<file path="config.mk">
export PLATFORM = sky130hd
export DESIGN_NAME = psup_supervisor
export DESIGN_NICKNAME = d
export VERILOG_FILES = /design/src/rtl/psup_pkg.sv /design/src/rtl/psup_qual.sv /design/src/rtl/psup_debounce.sv /design/src/rtl/psup_pgdelay.sv /design/src/rtl/psup_supervisor.sv
export SDC_FILE = /design/constraint.sdc
export NUM_CORES = 1
export LEC_CHECK = 0
export BUFFER_PORTS_ARGS = -buffer_cell sky130_fd_sc_hd__buf_2
export CORE_ASPECT_RATIO = 1.5
export CORE_UTILIZATION = 50
export DETAILED_ROUTE_END_ITERATION = 8
export GPL_TIMING_DRIVEN = 0
export PLACE_DENSITY = 0.66
export SETUP_SLACK_MARGIN = 0.15
export SLEW_MARGIN = 20
export SYNTH_ARGS = -nofsm -noshare
export SYNTH_HDL_FRONTEND = slang
export SYNTH_SLANG_ARGS = --single-unit
</file>
<file path="constraint.sdc">
create_clock -name clk_i -period 2.7 [get_ports clk_i]
set_input_delay 0.405 -clock clk_i [delete_from_list [all_inputs] [get_ports clk_i]]
set_output_delay 0.405 -clock clk_i [all_outputs]
set_load 0.02 [all_outputs]
</file>
<file path="src/rtl/psup_pkg.sv">
package psup_pkg;
  localparam int NRAIL = 3;

  typedef enum logic [1:0] {
    CAUSE_NONE = 2'd0,
    CAUSE_OC   = 2'd1,
    CAUSE_OV   = 2'd2,
    CAUSE_UV   = 2'd3
  } cause_e;
endpackage

</file>
<file path="src/rtl/psup_qual.sv">
// Qualifies a flag after N consecutive enabled cycles.
module psup_qual #(
  parameter int N = 4
) (
  input  logic clk_i,
  input  logic rst_ni,
  input  logic en_i,
  input  logic flag_i,
  output logic hit_o
);
  localparam int CW = $clog2(N + 1);
  localparam logic [CW-1:0] LAST = CW'(N - 1);

  logic [CW-1:0] cnt_q;

  always_ff @(posedge clk_i or negedge rst_ni) begin
    if (!rst_ni)                cnt_q <= '0;
    else if (!en_i || !flag_i)  cnt_q <= '0;
    else if (cnt_q != LAST)     cnt_q <= cnt_q + 1'b1;
  end

  assign hit_o = en_i & flag_i & (cnt_q == LAST);
endmodule

</file>
<file path="src/rtl/psup_debounce.sv">
// Level follows raw_i after N cycles of disagreement; reset level is high.
module psup_debounce #(
  parameter int N = 4
) (
  input  logic clk_i,
  input  logic rst_ni,
  input  logic raw_i,
  output logic lvl_o,
  output logic rise_o,
  output logic fall_o
);
  localparam int CW = $clog2(N + 1);
  localparam logic [CW-1:0] LAST = CW'(N - 1);

  logic [CW-1:0] cnt_q;
  logic          lvl_q;
  logic          chg, done;

  assign chg  = raw_i ^ lvl_q;
  assign done = chg & (cnt_q == LAST);

  always_ff @(posedge clk_i or negedge rst_ni) begin
    if (!rst_ni) begin
      cnt_q <= '0;
      lvl_q <= 1'b1;
    end else if (!chg) begin
      cnt_q <= '0;
    end else if (done) begin
      cnt_q <= '0;
      lvl_q <= raw_i;
    end else begin
      cnt_q <= cnt_q + 1'b1;
    end
  end

  assign lvl_o  = lvl_q;
  assign rise_o = done & raw_i;
  assign fall_o = done & ~raw_i;
endmodule

</file>
<file path="src/rtl/psup_pgdelay.sv">
// Slow assert, immediate deassert.
module psup_pgdelay #(
  parameter int N = 4
) (
  input  logic clk_i,
  input  logic rst_ni,
  input  logic ok_i,
  output logic pg_o
);
  localparam int CW = $clog2(N + 1);
  localparam logic [CW-1:0] LAST = CW'(N - 1);

  logic [CW-1:0] cnt_q;
  logic          pg_q;

  always_ff @(posedge clk_i or negedge rst_ni) begin
    if (!rst_ni) begin
      cnt_q <= '0;
      pg_q  <= 1'b0;
    end else if (!ok_i) begin
      cnt_q <= '0;
      pg_q  <= 1'b0;
    end else if (cnt_q == LAST) begin
      pg_q  <= 1'b1;
    end else begin
      cnt_q <= cnt_q + 1'b1;
    end
  end

  assign pg_o = pg_q & ok_i;
endmodule

</file>
<file path="src/rtl/psup_supervisor.sv">
module psup_supervisor
  import psup_pkg::*;
#(
  parameter int CLK_HZ   = 100_000_000,
  parameter int OC_CYC   = (CLK_HZ / 1_000_000) * 73,
  parameter int UV_CYC   = (CLK_HZ / 1_000_000) * 150,
  parameter int DEB_CYC  = (CLK_HZ / 1_000) * 38,
  parameter int PG_CYC   = (CLK_HZ / 1_000) * 300,
  parameter int MASK_CYC = (CLK_HZ / 1_000) * 500
) (
  input  logic             clk_i,
  input  logic             rst_ni,
  input  logic             onoff_ni,
  input  logic [NRAIL-1:0] oc_i,
  input  logic [NRAIL-1:0] ov_i,
  input  logic             uv12_i,
  input  logic [NRAIL-1:0] rail_ok_i,
  output logic             fault_o,
  output logic             pgood_o,
  output logic [1:0]       cause_o
);
  localparam int MW = $clog2(MASK_CYC + 1);
  localparam logic [MW-1:0] MLAST = MW'(MASK_CYC - 1);

  logic               off_lvl, req_rise, req_fall;
  logic [2*NRAIL-1:0] fast_flag, fast_hit;
  logic               uv_hit, oc_hit, ov_hit;
  logic               mask_q;
  logic [MW-1:0]      mcnt_q;
  logic               lat_q;
  cause_e             cause_q;

  psup_debounce #(.N(DEB_CYC)) u_deb (
    .clk_i, .rst_ni, .raw_i(onoff_ni),
    .lvl_o(off_lvl), .rise_o(req_rise), .fall_o(req_fall)
  );

  assign fast_flag = {ov_i, oc_i};

  for (genvar g = 0; g < 2*NRAIL; g++) begin : g_fast
    psup_qual #(.N(OC_CYC)) u_q (
      .clk_i, .rst_ni, .en_i(~off_lvl),
      .flag_i(fast_flag[g]), .hit_o(fast_hit[g])
    );
  end

  psup_qual #(.N(UV_CYC)) u_uv (
    .clk_i, .rst_ni, .en_i(~off_lvl & ~mask_q),
    .flag_i(uv12_i), .hit_o(uv_hit)
  );

  assign oc_hit = |fast_hit[NRAIL-1:0];
  assign ov_hit = |fast_hit[2*NRAIL-1:NRAIL];

  // turn-on under-voltage mask
  always_ff @(posedge clk_i or negedge rst_ni) begin
    if (!rst_ni) begin
      mask_q <= 1'b0;
      mcnt_q <= '0;
    end else if (req_fall) begin
      mask_q <= 1'b1;
      mcnt_q <= '0;
    end else if (off_lvl || pgood_o || (mask_q && mcnt_q == MLAST)) begin
      mask_q <= 1'b0;
      mcnt_q <= '0;
    end else if (mask_q) begin
      mcnt_q <= mcnt_q + 1'b1;
    end
  end

  // fault latch, first cause wins
  always_ff @(posedge clk_i or negedge rst_ni) begin
    if (!rst_ni) begin
      lat_q   <= 1'b0;
      cause_q <= CAUSE_NONE;
    end else if (req_rise) begin
      lat_q   <= 1'b0;
      cause_q <= CAUSE_NONE;
    end else if (!lat_q && (oc_hit || ov_hit || uv_hit)) begin
      lat_q   <= 1'b1;
      cause_q <= oc_hit ? CAUSE_OC : (ov_hit ? CAUSE_OV : CAUSE_UV);
    end
  end

  assign fault_o = off_lvl | lat_q;
  assign cause_o = cause_q;

  psup_pgdelay #(.N(PG_CYC)) u_pg (
    .clk_i, .rst_ni, .ok_i((&rail_ok_i) & ~fault_o), .pg_o(pgood_o)
  );
endmodule

</file>
==> reports/metrics.yaml, run 1 <==
post-route-util_pct: 57.0
antenna_cells: 0
rsz0062_at_grt: "no"
fin_crit_ns: 2.25
powerDensity_nw_per_um2: 541
final_common_cell: "nor2_1"
drt_pass1_iterations: 5
h-tree-depth: 4
min_from: "onoff_ni"
core_area_um2: 16800
startpoint_type: "flop"
start_util_pct: 50.9
slew_viol_final: 0
fin_skew_ns: 0.00814
cts-buffers-inserted: 17
critPathTopFamily: "simple AND/OR/NAND/NOR gates"
r2r_start: "u_deb.lvl_o"
grt.overflow.total: 0
grt_usage_pct: 20.7
numPortBuffers: 16
setup_viol: 0
ant_nets: 0
hold_class: "in2reg"
drive_gt1_share_pct: 7.12
status: "finished, final reports clean"
syn_area_um2: 8530
via_count: 6309
drt_iter0_markers: 290
yosys_warnings: 0
synth_fp_nets: 913
holdPathStages: 2
path_cells: "or2_2, nor2_1, and2_1, buf_2"
worstPathMaxFanout: 6
maxCapViolations: 0
rr_worst_depth: 7
clk_pin_slew_ns: 0.06
clkLatencyLatePin_ns: 0.43
cp.arrival_ns: 1.85
place_hpwl_um: 11600
reg2reg_to: "u_deb.cnt_q[12]"
crit_buf_inv: 1
wl_per_cell_um: 14.5
worstMarginPinSlew_ns: 0.708
slowest_delay_ns: 0.42
die-area_um2: 17600
peakVddDrop_uv: 411
drt-total-wl_um: 16700
worstSetupStartpoint: "u_deb.lvl_o"
whs_endpoint: "mask_q"
maxSlewHeadroom_pct: 52.4
num_rows: 58
gp_congestion: 0.816
cp_slowest_cell: "dfstp_2"
clock-sinks: 171
async_flop_share_pct: 100
critical_path_required_ns: 2.30
end_kind: "output port"
fillers: 1508
grt_max_degree: 68
chipWidth_um: 109
place_ws_ns: 0.526
grt_pass1_vias: 6356
synth_seq_cells: 171
grt_pass1_wl_um: 28900
ios: 17
cts_tree: "built"
cts_resized: 0
final_cell_mix: "nor2_1 (174), dfrtp_1 (170), xor2_1 (69)"
ys_types: 49
hold_viol_final: 0
via_per_inst: 5.48
clockBufferDepth: 2
critPathKind: "reg2out"
synth_edf_count: 0
synth_cells: 890
ctsRootBufferMaster: "clkbuf_16"
antenna_found_initial: 0
drc: 0
p_leak_nw: 3.95
die_y_um: 162
syn_avg_cell_area_um2: 9.59
synth_ff_type: "dfrtp_1"
worst_slack_ns: 0.448
nets: 951
max_freq_ghz: 0.444
period_share_pct: 83.4
r2r_slack_ns: 0.53
seq_area_frac_synth_pct: 50.2
syn_to_final_growth_pct: 12.0
==> flip-flops by register name, indices dropped and copies added (netlist names) <==
signal            cells
u_deb.cnt_q          22
u_deb.lvl_o           1
lat_q                 1
g_fast.u_q.cnt_q     78
u_pg.cnt_q           25
mcnt_q               26
u_uv.cnt_q           14
u_pg.pg_q             1
mask_q                1
cause_o               2
==> area by class of cell <==
cell class | instances | area (um2) | area share [%]
clock inverter | 10 | 141 | 1.48
inverter | 16 | 60.1 | 0.628
timing repair buffer | 19 | 155 | 1.62
tap | 210 | 263 | 2.75
sequential | 171 | 4280 | 44.8
buffer | 23 | 106 | 1.11
multi-input combinational | 680 | 4090 | 42.8
clock buffer | 22 | 464 | 4.86
==> metrics by stage <==
stage / cells / hold slack (ns) / power [W] / area (um2) / TNS (ns)
after floorplan: 890 / 0.109 / 0.00263 / 8530 / 0
after global routing: 1151 / 0.307 / 0.00533 / 9560 / 0
after CTS: 1151 / 0.286 / 0.00524 / 9560 / 0
final: 1151 / 0.290 / 0.00517 / 9560 / 0
after detailed placement: 1118 / 0.312 / 0.00271 / 8940 / 0
after global placement: 1116 / 0.470 / 0.00270 / 8880 / -256.66
==> routing by layer <==
metal	vias up	routed length, um	global-route usage, %
met1	3089	7120	23.1
met2	60	8930	38.3
met5	-	0	0
met4	0	293	7.43
met3	23	324	3.81
li1	3137	-	-
==> power breakdown <==
part	internal (W)	leakage (nW)	switching [W]	total [W]
clock	0.00151	0.290	0.00100	0.00251
combinational	0.0000233	1.28	0.0000651	0.0000884
sequential	0.00257	2.38	0.00000368	0.00257
==> cells in the mapped netlist (4+ instances only) <==
| master | count | area [um2] |
|---|---|---|
| and3_1 | 42 | 263 |
| a21oi_1 | 20 | 100 |
| nor4_1 | 9 | 56.3 |
| nand3b_1 | 5 | 37.5 |
| or2_2 | 8 | 50.1 |
| and4b_1 | 4 | 40.0 |
| o21ai_0 | 15 | 75.1 |
| buf_2 | 4 | 20.0 |
| mux2i_1 | 9 | 90.1 |
| xor2_1 | 69 | 604 |
| nand2b_1 | 7 | 43.8 |
| nand2_1 | 68 | 255 |
| nand4_1 | 27 | 169 |
| inv_1 | 16 | 60.1 |
| xnor2_1 | 59 | 517 |
| and4_1 | 5 | 43.8 |
| or3_1 | 12 | 75.1 |
| nand3_1 | 60 | 300 |
| nor2_1 | 174 | 653 |
| clkbuf_1 | 16 | 60.1 |
| nor4b_1 | 10 | 87.6 |
| nor4bb_1 | 11 | 110 |
| ha_1 | 10 | 125 |
| nor3_1 | 23 | 115 |
| dfrtp_1 | 170 | 4250 |
==> kinds of logic after synthesis <==
group	synth area share, %
AND/OR/NAND/NOR	28.2
flip-flops	50.2
XOR/XNOR	13.1
AO/OA/AOI/OAI	3.89
buffers and inverters	1.95
multiplexers	1.19
adder cells (fa/ha/maj)	1.47
==> timing repair <==
| item | in CTS | in global routing |
|---|---|---|
| hold endpoints to repair | 39 | 0 |
| setup buffers | 0 | 0 |
| hold buffers | 1 | 0 |
==> worst register-to-register path, cell delays in order, from the launching register on <==
cell	delay, ns
dfstp_2	0.63
xor2_1	0.26
nand2_1	0.10
or4_1	0.51
buf_2	0.17
nand2_1	0.11
buf_4	0.19
nor3_1	0.07
==> worst max-delay path by stage <==
stage                           end  slack, ns  depth (start not counted)
global placement     u_pg.cnt_q[10]      -1.53                          1
floorplan                 mcnt_q[1]       0.74                          7
detailed placement  u_deb.cnt_q[12]       0.53                          7
CTS                         pgood_o       0.39                          4
global route             cause_o[0]       0.32                          6
finish                      pgood_o       0.45                          4
No activity file was read; power rests on OpenSTA's default activity.
==> run 2: changes to the inputs <==
- PLACE_DENSITY: 0.66 -> 0.68
- clock period: 2.7 -> 1.88 ns (I/O delays scaled with it)
==> run 2 against run 1 <==
  * The run now ends with negative setup slack left
  * Critical path depth grew 2
  * Total power rose by 46%
  * Core utilization grew 8.5 points
  * Register-to-register slack worse by 0.66 ns
  * Wire length is 13% higher
  * Combinational power is 62% higher
  * Worst hold slack lost 0.14 ns
  * Cell count increased by 6.3%
  * Largest power group is now clock
==> reports/metrics.yaml, run 2 (synthesis results as in run 1) <==
p_leak_nw: 4.49  # +14%
peakVddDrop_uv: 479  # +17%
end_kind: "flop"
setup_viol: 26  # +26
max_freq_ghz: 0.497
drc: 0  # unchanged
clk_pin_slew_ns: 0.06  # about the same
clkLatencyLatePin_ns: 0.43  # about the same
grt_usage_pct: 22.0  # +1.3 points
antenna_cells: 0  # unchanged
reg_top3: "g_fast.u_q.cnt_q (78), mcnt_q (26), u_pg.cnt_q (25)"
status: "finished with violations"
drt_iter0_markers: 403  # +39%
clock-sinks: 171  # unchanged
start_util_pct: 50.9  # unchanged
core_area_um2: 16800  # unchanged
failed_checks: "negative setup slack"
hold_viol_final: 0  # unchanged
grt_max_degree: 93  # +37%
fin_crit_ns: 2.01
antenna_found_initial: 0  # unchanged
reg2reg_to: "mcnt_q[1]"
cts-buffers-inserted: 17  # unchanged
rsz0062_at_grt: "yes"
grt_pass1_vias: 6568  # +3.3%
clockBufferDepth: 2  # unchanged
worstPathMaxFanout: 5  # -1
critical_path_required_ns: 2.20  # -0.10 ns
hold_class: "in2reg"
post-route-util_pct: 65.5  # +8.5 points
fillers: 1290  # -14%
worstMarginPinSlew_ns: 0.622  # -0.0864 ns
num_rows: 58  # unchanged
maxCapViolations: 0  # unchanged
worst_slack_ns: -0.132  # -0.580 ns
startpoint_type: "flop"
whs_ns: 0.151  # -0.138 ns
maxSlewHeadroom_pct: 58.5  # +6.1 points
nets: 1024  # +7.7%
grt_pass1_wl_um: 30600  # +6.1%
chipWidth_um: 109  # unchanged
final_common_cell: "dfrtp_1"
numPortBuffers: 16  # unchanged
r2r_slack_ns: -0.13  # -0.66 ns
place_hpwl_um: 11300  # -2.7%
drt-total-wl_um: 18800  # +13%
ios: 17  # unchanged
via_count: 6795  # +7.7%
die_y_um: 162  # unchanged
rr_worst_depth: 6  # -1
drive_gt1_share_pct: 25.2  # +18 points
cp.arrival_ns: 2.33  # +0.48 ns
r2r_start: "u_deb.lvl_o"
syn_to_final_growth_pct: 28.6
regMostFlops: "g_fast.u_q.cnt_q"
h-tree-depth: 4  # unchanged
critPathKind: "reg2reg"
slew_viol_final: 0  # unchanged
powerDensity_nw_per_um2: 689  # +27%
wl_per_cell_um: 15.4  # +6.2%
via_per_inst: 5.55  # +1.3%
ctsRootBufferMaster: "clkbuf_16"
period_share_pct: 107
ant_nets: 0  # unchanged
worstSetupStartpoint: "u_deb.lvl_o"
cts_tree: "built"
cp-endpoint: "mcnt_q[1]"
drt_pass1_iterations: 5  # unchanged
die-area_um2: 17600  # unchanged
final_cell_mix: "dfrtp_1 (162), nor2_1 (137), xor2_1 (67)"
gp_congestion: 0.785  # -3.8%
finalPower_w: 0.00756  # +46%
grt.overflow.total: 0  # unchanged
fin_skew_ns: 0.00774  # -0.000404 ns
largest_reg_flops: 78  # unchanged
run 2: cell count changes in the layout (fill, tap and decap cells not counted), moves of 8 or more:
cell      previous run  this run
dfrtp_1            170       162
nor2_1             174       137
clkbuf_1            19         4
buf_4                2        64
nor2_2               0        17
buf_6                1        14
nor2_4               0        20
dfrtp_2              0         8
run 2: report_power, final:
group / internal, W / leakage, nW / switching (W)
clock: 0.00229 / 0.299 / 0.00143
sequential: 0.00368 / 2.37 / 0.00000563
combinational: 0.0000408 / 1.82 / 0.000102
run 2: how the worst min path moves through the flow:
stage                    from                endpoint  slack [ns]  depth (start not counted)
floorplan              rst_ni              cause_o[0]       -0.01                          0
global placement    u_pg.pg_q               u_pg.pg_q        0.48                          2
detailed placement     rst_ni  g_fast[4].u_q.cnt_q[7]        0.31                          1
CTS                   ov_i[0]  g_fast[3].u_q.cnt_q[5]        0.14                          3
global route          ov_i[0]  g_fast[3].u_q.cnt_q[5]        0.15                          3
finish                ov_i[0]  g_fast[3].u_q.cnt_q[5]        0.15                          3
run 2: metal layers:
metal	share of wire, %	global-route usage, %	up-vias
met5	0	0	-
met4	2.1	7.31	0
met3	2.5	4.78	27
met2	55	38.8	101
met1	41	26.2	3383
li1	-	-	3284
run 2: critical path: stages (launching register included):
cell and delay [ns]:
dfstp_2 0.59, xor2_2 0.18, nand2_1 0.10, or4_4 0.52, buf_6 0.14, o211a_1 0.20, o21ba_1 0.17
run 2: layout make-up:
type,count,area [um2],share of cell area (%)
buffer,23,229,2.09
clock buffer,21,460,4.20
clock inverter,11,166,1.52
inverter,16,63.8,0.581
multi-input combinational,680,4700,42.9
sequential,171,4290,39.1
tap,210,263,2.39
timing repair buffer,92,798,7.27
run 2: stage by stage:
stage          std cells  instance area (um2)  worst slack [ns]  setup TNS [ns]
2_1_floorplan        890                 8550           -0.0644          -0.191
3_3_place_gp        1116                 8900             -2.21         -380.99
3_5_place_dp        1117                 8930            -0.304           -7.33
4_1_cts             1193                10400            -0.100           -1.55
5_1_grt             1224                11000            -0.168           -4.86
6_report            1224                11000            -0.132           -2.39
run 2: repair_timing:
| item | 4_1_cts | 5_1_grt |
|---|---|---|
| cloned | 5 | 0 |
| endpoints found under the hold margin | 79 | 0 |
| endpoints found under the setup margin | 91 | 111 |
| buffers inserted | 38 | 31 |
| hold buffers | 1 | 0 |
| pin swaps | 53 | 28 |
| gates resized for setup | 133 | 81 |
==> run 3: changes to the inputs <==
- CORE_UTILIZATION: 50 -> 40
- GPL_TIMING_DRIVEN: 0 -> not set
- PLACE_DENSITY: 0.68 -> not set
==> run 3 against run 2 <==
  * The run still ends with negative setup slack left
  * Total power down 6.1%
  * Clock power down 13%
  * Die area up 25%
  * Final area up 0.10%
  * Worst hold slack better by 0.0095 ns
  * Global-route usage down 4.4 points
  * Clock skew up 0.0028 ns
  * Core utilization down 13 points
  * Cell count up 6.2%
  * Combinational power up 9.8%
  * Via count down 2.4%
  * Largest cell class unchanged
==> reports/metrics.yaml, run 3 (synthesis results as in run 1) <==
dp_cells: 1238  # +11%
end_kind: "flop"
drc: 0  # unchanged
numPortBuffers: 16  # unchanged
peakVddDrop_uv: 639  # +33%
reg_top3: "g_fast.u_q.cnt_q (78), mcnt_q (26), u_pg.cnt_q (25)"
grt_pass1_wl_um: 31000  # +1.1%
clock-sinks: 171  # unchanged
wl_per_cell_um: 14.3  # -7.0%
clk_pin_slew_ns: 0.06  # about the same
p_int_w: 0.00560  # -7.0%
maxCapViolations: 0  # unchanged
num_rows: 65  # +12%
die_y_um: 181  # +12%
post-route-util_pct: 52.4  # -13 points
worstMarginPinSlew_ns: 0.551  # -0.0710 ns
ant_nets: 0  # unchanged
wl_met1_um: 7680  # +0.17%
startpoint_type: "flop"
fin_skew_ns: 0.0105  # +0.00280 ns
setup_viol: 2  # -92%
drive_gt1_share_pct: 24.1  # -1.1 points
drt-total-wl_um: 18600  # -1.2%
p_seq_share_pct: 52.0  # +3.2 points
core_area_um2: 21000  # +25%
worstPathMaxFanout: 5  # unchanged
cp.arrival_ns: 2.21  # -0.12 ns
wl_met3_um: 329  # -31%
antenna_cells: 0  # unchanged
die-area_um2: 21900  # +25%
cts_tree: "built"
place_hpwl_um: 12400  # +9.7%
final_common_cell: "dfrtp_1"
finalNonFillerCells: 1300  # +6.2%
largest_reg_flops: 78  # unchanged
hold_class: "in2reg"
fin_crit_ns: 1.89  # -0.122 ns
chipWidth_um: 121  # +12%
place_ws_ns: -0.0604  # +0.243 ns
rsz0062_at_grt: "yes"
maxSlewHeadroom_pct: 62.9  # +4.4 points
ctsRootBufferMaster: "clkbuf_16"
clkPwrFrac_pct: 45.8  # -3.5 points
p_sw_w: 0.00150  # -2.6%
max_freq_ghz: 0.529  # +6.5%
status: "finished with violations"
worst_slack_ns: -0.00973  # +0.122 ns
critical_path_required_ns: 2.20  # about the same
syn_to_final_growth_pct: 28.7
drt_pass1_iterations: 4  # -1
start_util_pct: 40.7  # -10 points
grt_max_degree: 50  # -46%
via_count: 6631  # -2.4%
h-tree-depth: 4  # unchanged
grt.overflow.total: 0  # unchanged
antenna_found_initial: 0  # unchanged
powerDensity_nw_per_um2: 646  # -6.2%
hold_viol_final: 0  # unchanged
nets: 1046  # +2.1%
via_per_inst: 5.10  # -8.1%
drt_iter0_markers: 375  # -6.9%
gp_congestion: 0.789  # +0.46%
final_area_um2: 11000  # +0.10%
p_sw_share_pct: 21.1  # +0.76 points
regMostFlops: "g_fast.u_q.cnt_q"
critPathKind: "reg2reg"
wl_met2_um: 10300  # about the same
ios: 17  # unchanged
dpl_cell_area_um2: 9570  # +7.1%
p_leak_nw: 4.66  # +3.9%
period_share_pct: 101  # -6.5 points
clockBufferDepth: 2  # unchanged
highest_layer: "met4"
grt_pass1_vias: 6692  # +1.9%
slew_viol_final: 0  # unchanged
grt_usage_pct: 17.6  # -4.4 points
clkLatencyLatePin_ns: 0.43  # about the same
share_comb_of_total_power_pct: 2.2  # +0.3 points
cts-buffers-inserted: 17  # unchanged
final_cell_mix: "dfrtp_1 (167), nor2_1 (146), buf_4 (96)"
failed_checks: "negative setup slack"
-- run 3: final cells by class --
cell class              instances  area, um2
clock buffers                  21        460
fillers                      1906      10000
inverters                      16       60.1
flip-flops and latches        171       4280
repair buffers                135       1160
multi-input cells             682       4610
well taps                     268        335
clock inverters                 7       68.8
-- run 3: per-layer routing --
layer  global-route usage, %  vias up
met5                       0        -
met1                    20.1     3246
met4                    5.78        0
li1                        -     3313
met3                    3.60       19
met2                    32.1       53
-- run 3: repair_timing --
action                                 4_1_cts  5_1_grt
pin swaps                                   31       30
endpoints found under the hold margin       26        0
setup endpoints to repair                   63       80
gates cloned                                 3        2
gates resized for setup                     50       93
buffers inserted                            11       17
hold buffers                                 1        0
-- run 3: metrics by stage --
| step | hold slack [ns] | setup TNS (ns) | total power, W |
|---|---|---|---|
| after floorplan | -0.0136 | -0.191 | 0.00378 |
| after global placement | 0.196 | -0.187 | 0.00391 |
| after detailed placement | 0.194 | -0.920 | 0.00391 |
| after CTS | 0.158 | -0.0624 | 0.00720 |
| after global routing | 0.183 | -0.884 | 0.00736 |
| final | 0.161 | -0.0110 | 0.00710 |
-- run 3: path summary, 6_finish.rpt --
kind,startpoint,end,slack (ns),cells after the start
min,ov_i[0],g_fast[3].u_q.cnt_q[2],0.16,3
max,u_deb.cnt_q[1],mcnt_q[1],-0.01,6
min in group asynchronous,rst_ni,g_fast[0].u_q.cnt_q[10],0.30,2
min reg2reg,u_pg.pg_q,u_pg.pg_q,0.52,2
max reg2reg,u_deb.cnt_q[1],mcnt_q[1],-0.01,6
max in group asynchronous,rst_ni,u_uv.cnt_q[7],0.93,3
-- run 3: worst max-delay path, stage by stage, from the launching register on --
cell	delay, ns
dfrtp_1	0.36
ha_2	0.18
and4_4	0.21
nand3_2	0.06
or4_4	0.56
o211a_1	0.22
o21ba_1	0.18
-- run 3: power by group through the flow --
stage          Clock, W  Combinational, W  Sequential [W]
6_report        0.00325          0.000157         0.00369
5_1_grt         0.00350          0.000180         0.00369
4_1_cts         0.00335          0.000158         0.00369
3_5_place_dp          0          0.000153         0.00376
3_3_place_gp          0          0.000153         0.00376
2_1_floorplan         0         0.0000192         0.00376
